<file path="src/rtl/serAddPkg.sv">
package serAddPkg;

  // Strobes from the sequencer to the datapath
  typedef struct packed {
    logic loadOps;   // capture operands, clear result and carry
    logic stepFsm;   // shift operands and advance the adder state
    logic collect;   // shift one bit into the sum collector
  } serAddCtl_t;

endpackage

</file>
<file path="src/rtl/serAddCtrl.sv">
module serAddCtrl
  import serAddPkg::*;
#(
  parameter int WIDTH = 8,
  parameter bit MOORE = 1'b0
) (
  input  logic       clk,
  input  logic       rstN,
  input  logic       load,
  input  logic       start,
  output serAddCtl_t ctl,
  output logic       busy,
  output logic       done
);

  // The registered form needs one extra clock to drain the sum flop
  localparam int RUNLEN = MOORE ? WIDTH + 1 : WIDTH;
  localparam int CW     = $clog2(RUNLEN + 1);
  localparam logic [CW-1:0] LAST   = CW'(RUNLEN - 1);
  localparam logic [CW-1:0] STEPS  = CW'(WIDTH);

  logic [CW-1:0] cnt;

  always_ff @(posedge clk or negedge rstN) begin
    if (!rstN) begin
      busy <= 1'b0;
      done <= 1'b0;
      cnt  <= '0;
    end else if (load) begin
      busy <= 1'b0;
      done <= 1'b0;
      cnt  <= '0;
    end else if (start && !busy) begin
      busy <= 1'b1;
      done <= 1'b0;
      cnt  <= '0;
    end else if (busy) begin
      if (cnt == LAST) begin
        busy <= 1'b0;
        done <= 1'b1;
      end else begin
        cnt <= cnt + 1'b1;
      end
    end
  end

  always_comb begin
    ctl.loadOps = load;
    ctl.stepFsm = busy && (cnt < STEPS);
    ctl.collect = busy;
  end

endmodule

</file>
<file path="src/rtl/serAddDatapath.sv">
module serAddDatapath
  import serAddPkg::*;
#(
  parameter int WIDTH = 8,
  parameter bit MOORE = 1'b0
) (
  input  logic             clk,
  input  logic             rstN,
  input  serAddCtl_t       ctl,
  input  logic [WIDTH-1:0] opA,
  input  logic [WIDTH-1:0] opB,
  output logic [WIDTH-1:0] sumReg,
  output logic             aBit,
  output logic             bBit,
  output logic             carryQ
);

  logic [WIDTH-1:0] regA;
  logic [WIDTH-1:0] regB;
  logic             fullSum;
  logic             fullCarry;
  logic             colBit;

  assign aBit      = regA[0];
  assign bBit      = regB[0];
  assign fullSum   = aBit ^ bBit ^ carryQ;
  assign fullCarry = (aBit & bBit) | (aBit & carryQ) | (bBit & carryQ);

  // Operand shifters and the carry state
  always_ff @(posedge clk or negedge rstN) begin
    if (!rstN) begin
      regA   <= '0;
      regB   <= '0;
      carryQ <= 1'b0;
    end else if (ctl.loadOps) begin
      regA   <= opA;
      regB   <= opB;
      carryQ <= 1'b0;
    end else if (ctl.stepFsm) begin
      regA   <= {1'b0, regA[WIDTH-1:1]};
      regB   <= {1'b0, regB[WIDTH-1:1]};
      carryQ <= fullCarry;
    end
  end

  // Sum bit source: combinational, or a registered flop ({carry,sum} state)
  generate
    if (MOORE) begin : g_moore
      logic sumQ;
      always_ff @(posedge clk or negedge rstN) begin
        if (!rstN)              sumQ <= 1'b0;
        else if (ctl.loadOps)   sumQ <= 1'b0;
        else if (ctl.stepFsm)   sumQ <= fullSum;
      end
      assign colBit = sumQ;
    end else begin : g_mealy
      assign colBit = fullSum;
    end
  endgenerate

  // Collector fills from the top so the first bit lands at position 0
  always_ff @(posedge clk or negedge rstN) begin
    if (!rstN)              sumReg <= '0;
    else if (ctl.loadOps)   sumReg <= '0;
    else if (ctl.collect)   sumReg <= {colBit, sumReg[WIDTH-1:1]};
  end

endmodule

</file>
<file path="src/rtl/serialAdder.sv">
module serialAdder
  import serAddPkg::*;
#(
  parameter int WIDTH = 8,
  parameter bit MOORE = 1'b0
) (
  input  logic             clk,
  input  logic             rstN,
  input  logic             load,
  input  logic [WIDTH-1:0] opA,
  input  logic [WIDTH-1:0] opB,
  input  logic             start,
  output logic             done,
  output logic [WIDTH-1:0] sum,
  output logic             carryOut
);

  serAddCtl_t ctl;
  logic       busy;
  logic       aBit;
  logic       bBit;
  logic       carryQ;

  serAddCtrl #(.WIDTH(WIDTH), .MOORE(MOORE)) u_ctrl (
    .clk   (clk),
    .rstN  (rstN),
    .load  (load),
    .start (start),
    .ctl   (ctl),
    .busy  (busy),
    .done  (done)
  );

  serAddDatapath #(.WIDTH(WIDTH), .MOORE(MOORE)) u_dp (
    .clk    (clk),
    .rstN   (rstN),
    .ctl    (ctl),
    .opA    (opA),
    .opB    (opB),
    .sumReg (sum),
    .aBit   (aBit),
    .bBit   (bBit),
    .carryQ (carryQ)
  );

  assign carryOut = done & carryQ;

endmodule

</file>
<file path="config.mk">
export PLATFORM = sky130hd
export DESIGN_NAME = serialAdder
export DESIGN_NICKNAME = d
export VERILOG_FILES = /design/src/rtl/serAddPkg.sv /design/src/rtl/serAddCtrl.sv /design/src/rtl/serAddDatapath.sv /design/src/rtl/serialAdder.sv
export SDC_FILE = /design/constraint.sdc
export NUM_CORES = 1
export LEC_CHECK = 0
export BUFFER_PORTS_ARGS = -buffer_cell sky130_fd_sc_hd__buf_4
export CAP_MARGIN = 10
export CORE_AREA = 3 3 58 60
export CTS_CLUSTER_SIZE = 10
export DETAILED_ROUTE_END_ITERATION = 6
export DIE_AREA = 0 0 61 63
export PLACE_DENSITY = 0.72
export SYNTH_ARGS = -nofsm -noshare
export SYNTH_HDL_FRONTEND = slang
export SYNTH_SLANG_ARGS = --single-unit
</file>
<file path="constraint.sdc">
create_clock -name clk -period 2 [get_ports clk]
set_input_delay 0.3 -clock clk [delete_from_list [all_inputs] [get_ports clk]]
set_output_delay 0.3 -clock clk [all_outputs]
set_load 0.01 [all_outputs]
</file>
## After elaboration in Yosys (flattened, before gate mapping)

Cells that the tools add are included.

- Bits in latches: 0
- Bits in writable memories: 0
- ROM bits: 0
- Input port bits: 20
- Output and inout bits: 10
- Flip-flop bits (word level): 31
- Memories: 0

- Shift operators: 0
- Div/mod/pow operators: 0
- Bitwise gates (word level): 8
- Multiply operators: 0
- Muxes and demuxes: 20
- Equality and inequality tests: 2
- $add $sub $neg: 1
- Magnitude comparators: 1
- Reductions and logical operators: 9

Operators by type and width:

| operator | number |
|---|---|
| two-way mux 8 bit | 6 |
| two-way mux 4 bit | 4 |
| two-way mux 1 bit | 10 |
| nonzero test 3 bit | 2 |
| adder 4 x 1 -> 4 bit (second input constant) | 1 |
| AND 1 bit | 4 |
| == test 4 x 3 -> 1 bit (second input constant) | 1 |
| < comparator 4 bit (second input constant) | 1 |
| AND reduction 2 bit | 2 |
| nonzero test 2 bit | 2 |
| inequality test 3 x 2 -> 1 bit (second input constant) | 1 |
| logical AND 1 bit | 2 |
| bitwise OR 1 bit | 2 |
| XOR 1 bit | 2 |
| logical NOT 1 bit | 1 |

## Longest topological paths before layout

- Word-level depth: 5
- Gate-level depth with buffers: 5

## Modules after synthesis

From an unflattened synthesis, not the netlist that was laid out.

- Cell total of the unflattened synthesis: 132
- Area, all modules: 1445.1 um2

By module, submodules not included:

| module | seq. area each (um2) | area an instance (um2) | instances | cells an instance |
|---|---|---|---|---|
| serAddDatapath | 625.6 | 1121.1 | 1 | 99 |
| serAddCtrl | 150.1 | 317.8 | 1 | 32 |
| serialAdder | 0.0 | 6.3 | 1 | 1 |

## Worst setup path after synthesis

No wires, ideal clock.

- Path kind: register -> register
- Start point: reg u_ctrl.cnt[0]
- End point: reg u_ctrl.cnt[3]
- Data arrival time: 1.295 ns
- Path buffers: 0
- Setup slack: 0.632 ns
- Setup time: 0.073 ns
- Cell stages (with the launch flop): 5
- Cells stage by stage: dfrtp_1 -> ha_1 -> and3b_4 -> or3_1 -> a21oi_2

- Longest elaborated chain between the ends: 5
- Elaborated cells between the ends (all ways): 8

Ends and longest elaborated chain:

| what | line | text |
|---|---|---|
| start: declaration | serAddCtrl.sv:22 | `logic [CW-1:0] cnt;` |
| start signal: assignment | serAddCtrl.sv:42 | `cnt <= cnt + 1'b1;` |
| adder 4 x 1 -> 4 bit | serAddCtrl.sv:42 |  |
| two-way mux 4 bit | serAddCtrl.sv:38 | `if (cnt == LAST) begin` |
| two-way mux 4 bit | serAddCtrl.sv:37 | `end else if (busy) begin` |
| two-way mux 4 bit | serAddCtrl.sv:33 | `end else if (start && !busy) begin` |
| two-way mux 4 bit | serAddCtrl.sv:29 | `end else if (load) begin` |

Several ways; a longest one is shown, not always the timed one. The select of a mux whose other input is x is not followed.
A chain may end at the register's enable or synchronous reset.

## Final worst setup path

Same ends and word-level chain as after synthesis.

==> impl_results.md <==
- Launch point of the worst hold path: opA[4]
- Post-synthesis instance area: approximately 0.0014 mm2
- Area added between synthesis and finish: 20.2%
- IO Pins: 30
- Number of storage elements in the synthesis netlist: 31
- Maximum fanout count along the critical path: 6
- R2R setup slack: 540 ps
- Total area of multi-input combinational cells: 589 um2
- FP Rows: 20
- Starting DRC count in detailed routing: 24
- Total Neg Setup Slack: 0 ps
- Slew @ Worst Pin: 382 ps
- Quantity of I/O buffers inserted on ports: 29
- Post-layout utilization of the core: 57.3%
- Antenna-violating nets left: 0
- Wire length of the first global-routing pass: 4260 um
- H-tree Lvls: 2
- Count of yosys warnings during synthesis: 0
- Cell depth of the worst hold path: 3
- Clock latency on the worst-skew pair: 320 ps
- Critical register-to-register path endpoint: u_ctrl.cnt[3]
- Maximum buffer depth of the clock tree: 2
- Die area: 0.00384 mm2
- Clk root buf: sky130_fd_sc_hd__clkbuf_4
- Leading post-synthesis cells by cell area: sky130_fd_sc_hd__dfrtp_1 (55%), sky130_fd_sc_hd__mux2i_1 (16%), sky130_fd_sc_hd__o21ai_0 (6.0%)
- Clock tree from TritonCTS: done
- Number of different library cells in the post-synthesis netlist: 27
- Slowest Stage Delay on Critical Path: 430 ps
- Final hold viol count: 0
- Static power due to leakage: 0.858 nW
- HP Class: primary input to flip-flop
- Routed wire per std cell: 12.6 um
- Logic depth of the worst register-to-register path: 4
- Initial core utilization: a little under half
- Ant diodes: 0
- Setup repair after global routing missed its margin: false
- Total via count after detailed routing: 1015
- Arrival time reported for the critical path endpoint: approximately 1700 ps
- Largest area contributor in the netlist: sky130_fd_sc_hd__dfrtp_1
- Post_cts resized: 0
- Net total in the final layout: 184
- Power density relative to cell area: 703 mW/mm2
- Result of the run: finished clean
- Number of nets in the synthesized netlist: 154
- Nature of the critical path startpoint: flip-flop
- Setup repair bufs after CTS: 0
- Total Routing Usage GR: 15.1%
- Total CTS buffers: 5
- Sequential cell area: around 780 um2
- Number of antenna violations at the first check in global routing: 0
- Total power consumption of the routed design: 1.20 mW
- Highest attainable clock frequency: a little under 700 MHz
- Setup violation total in the final timing report: 0
- Post-DP HPWL: 1760 um
- Number of filler instances in the final layout: 269
- Mean instance size in the synthesized netlist: 10.8 um2
- Gpl congestion: approximately 0.74
- Via/cell ratio: 5.18
- Width of the chip: 61 um
- Clock-pin transition on the worst setup and hold timing paths: approximately 90 ps
- Smallest hold slack: approximately 180 ps
- Required @ worst endpoint: 2260 ps
- Peak supply drop: 0.315 mV
- Number of instances in the synthesized netlist: 132
- Placeable core area: ~0.003 mm2
- Fraction of final layout cells with drive strength greater than 1: 25.2%
- Share of Yosys cell area claimed by the top area cell type: 54.6%
- Commonest cells after routing, fill and taps aside: sky130_fd_sc_hd__buf_4 (31), sky130_fd_sc_hd__dfrtp_1 (31), sky130_fd_sc_hd__mux2i_1 (23)
- Kind of end point of the critical path: flip-flop
- Count of TritonRoute iterations in the first routing pass: 3
- Minimum period implied by the final worst setup slack: 1460 ps
- Worst max-slew margin expressed relative to the limit: approximately three quarters
- Fin Clk Skew: 2.20 ps
- Part of the cycle the worst path needs: approximately three quarters
- Max-cap violation count: 0
- Share of the yosys chip area belonging to registers: a little over half
- Total count of max-transition violations in the final report: 0
- Global route overflow: 0
- Vias in the first global route: 970
- WS Path Type: flip-flop to flip-flop
- Capture endpoint of the worst hold path: u_dp.regA[4]
- Slowest cell on crit path: sky130_fd_sc_hd__dfrtp_1
- Chip height: 63 um
- WL final: 2470 um
- Number of DRC violations after detailed routing: 0
- Pin count of the biggest net entering global routing: 45
- Cell chain of the critical path: ha_1 -> and3b_4 -> or3_1 -> a21oi_2
- Clock sinks: 31
- Reg2Reg Launch Point: u_ctrl.cnt[0]
[final cells by class]
class                   count  share of cell area [%]
clock buffers               7                    2.64
inverters                   2                   0.440
well taps                  33                    2.42
repair buffers             32                    14.2
clock inverters             1                   0.293
multi-input cells          90                    34.5
flip-flops and latches     31                    45.5
[metal layers]
metal | global-route usage [%] | vias up | wire, um
li1 | - | 510 | -
met1 | 18.5 | 474 | 1100
met4 | 4.88 | 0 | 41
met2 | 23.3 | 26 | 1190
met5 | 0 | - | 0
met3 | 6.82 | 5 | 138
[synthesized netlist by cell type]
| cell | count |
|---|---|
| sky130_fd_sc_hd__or3_1 | 1 |
| sky130_fd_sc_hd__dfrtp_1 | 31 |
| sky130_fd_sc_hd__a21oi_2 | 1 |
| sky130_fd_sc_hd__mux2i_1 | 23 |
| sky130_fd_sc_hd__o21a_1 | 1 |
| sky130_fd_sc_hd__buf_4 | 1 |
| sky130_fd_sc_hd__buf_6 | 1 |
| sky130_fd_sc_hd__and2_1 | 1 |
| sky130_fd_sc_hd__buf_2 | 2 |
| sky130_fd_sc_hd__nand3b_1 | 1 |
| sky130_fd_sc_hd__o21ai_0 | 17 |
| sky130_fd_sc_hd__o2111ai_1 | 1 |
| sky130_fd_sc_hd__nand2b_1 | 2 |
| sky130_fd_sc_hd__ha_1 | 1 |
| sky130_fd_sc_hd__and2b_2 | 1 |
| sky130_fd_sc_hd__and4_2 | 1 |
| sky130_fd_sc_hd__clkbuf_1 | 5 |
| sky130_fd_sc_hd__fa_1 | 1 |
| sky130_fd_sc_hd__a31oi_1 | 1 |
| sky130_fd_sc_hd__nand4_1 | 1 |
| sky130_fd_sc_hd__nor2_1 | 11 |
| sky130_fd_sc_hd__o41ai_1 | 1 |
| sky130_fd_sc_hd__inv_1 | 2 |
| sky130_fd_sc_hd__nor3_1 | 1 |
| sky130_fd_sc_hd__nand2_1 | 20 |
| sky130_fd_sc_hd__and3b_4 | 1 |
| sky130_fd_sc_hd__a21oi_1 | 2 |
[state kept, by name, summed over array words and instances, names as in the netlist]
| register | cells |
|---|---|
| u_dp.regA | 8 |
| u_ctrl.busy | 1 |
| u_dp.regB | 8 |
| u_ctrl.done | 1 |
| u_dp.carryQ | 1 |
| u_ctrl.cnt | 4 |
| u_dp.sumReg | 8 |
[power by group]
part	total (mW)	switching, mW	internal (mW)	leakage (nW)
Combinational	0.166	0.0824	0.0840	0.426
Sequential	0.698	0.0289	0.669	0.402
Clock	0.335	0.199	0.137	0.0293
Total	1.20	0.310	0.890	0.858
[how the worst max path moves through the flow]
| stage | cells past startpoint | start | to | slack [ps] |
|---|---|---|---|---|
| after floorplan | 4 | u_ctrl.cnt[0] | u_ctrl.cnt[3] | 630 |
| after global placement | 4 | u_ctrl.cnt[0] | u_ctrl.cnt[3] | 620 |
| after detailed placement | 4 | u_ctrl.cnt[0] | u_ctrl.cnt[3] | 580 |
| after CTS | 4 | u_ctrl.cnt[0] | u_ctrl.cnt[3] | 560 |
| after global routing | 4 | u_ctrl.cnt[0] | u_ctrl.cnt[3] | 510 |
| final | 4 | u_ctrl.cnt[0] | u_ctrl.cnt[3] | 540 |
[per-stage QoR]
step	area (um2)	cells	setup slack, ps
6_report	1710	196	538
5_1_grt	1710	196	510
4_1_cts	1710	196	562
3_5_place_dp	1650	187	577
3_3_place_gp	1650	187	617
2_1_floorplan	1420	132	632
[cells by family after synthesis]
group	synth area share, %
AOI/OAI and AO/OA	9.52
muxes	16.2
adders and majority gates	2.29
buffers and inverters	3.88
and+or+nand+nor	13.5
DFF	54.6
[worst max-delay path, delay by kind of cell (launching register included)]
kind / cells / cell delay (ps)
DFF: 1 / 430
adders and majority gates: 1 / 250
and+or+nand+nor: 2 / 580
AOI/OAI and AO/OA: 1 / 130
[timing repair]
item | in CTS | in global routing
endpoints found under the hold margin | 31 | 0
hold buffers | 1 | 0
endpoints found under the setup margin | 0 | 0
Power figures use the tool's default switching activity.
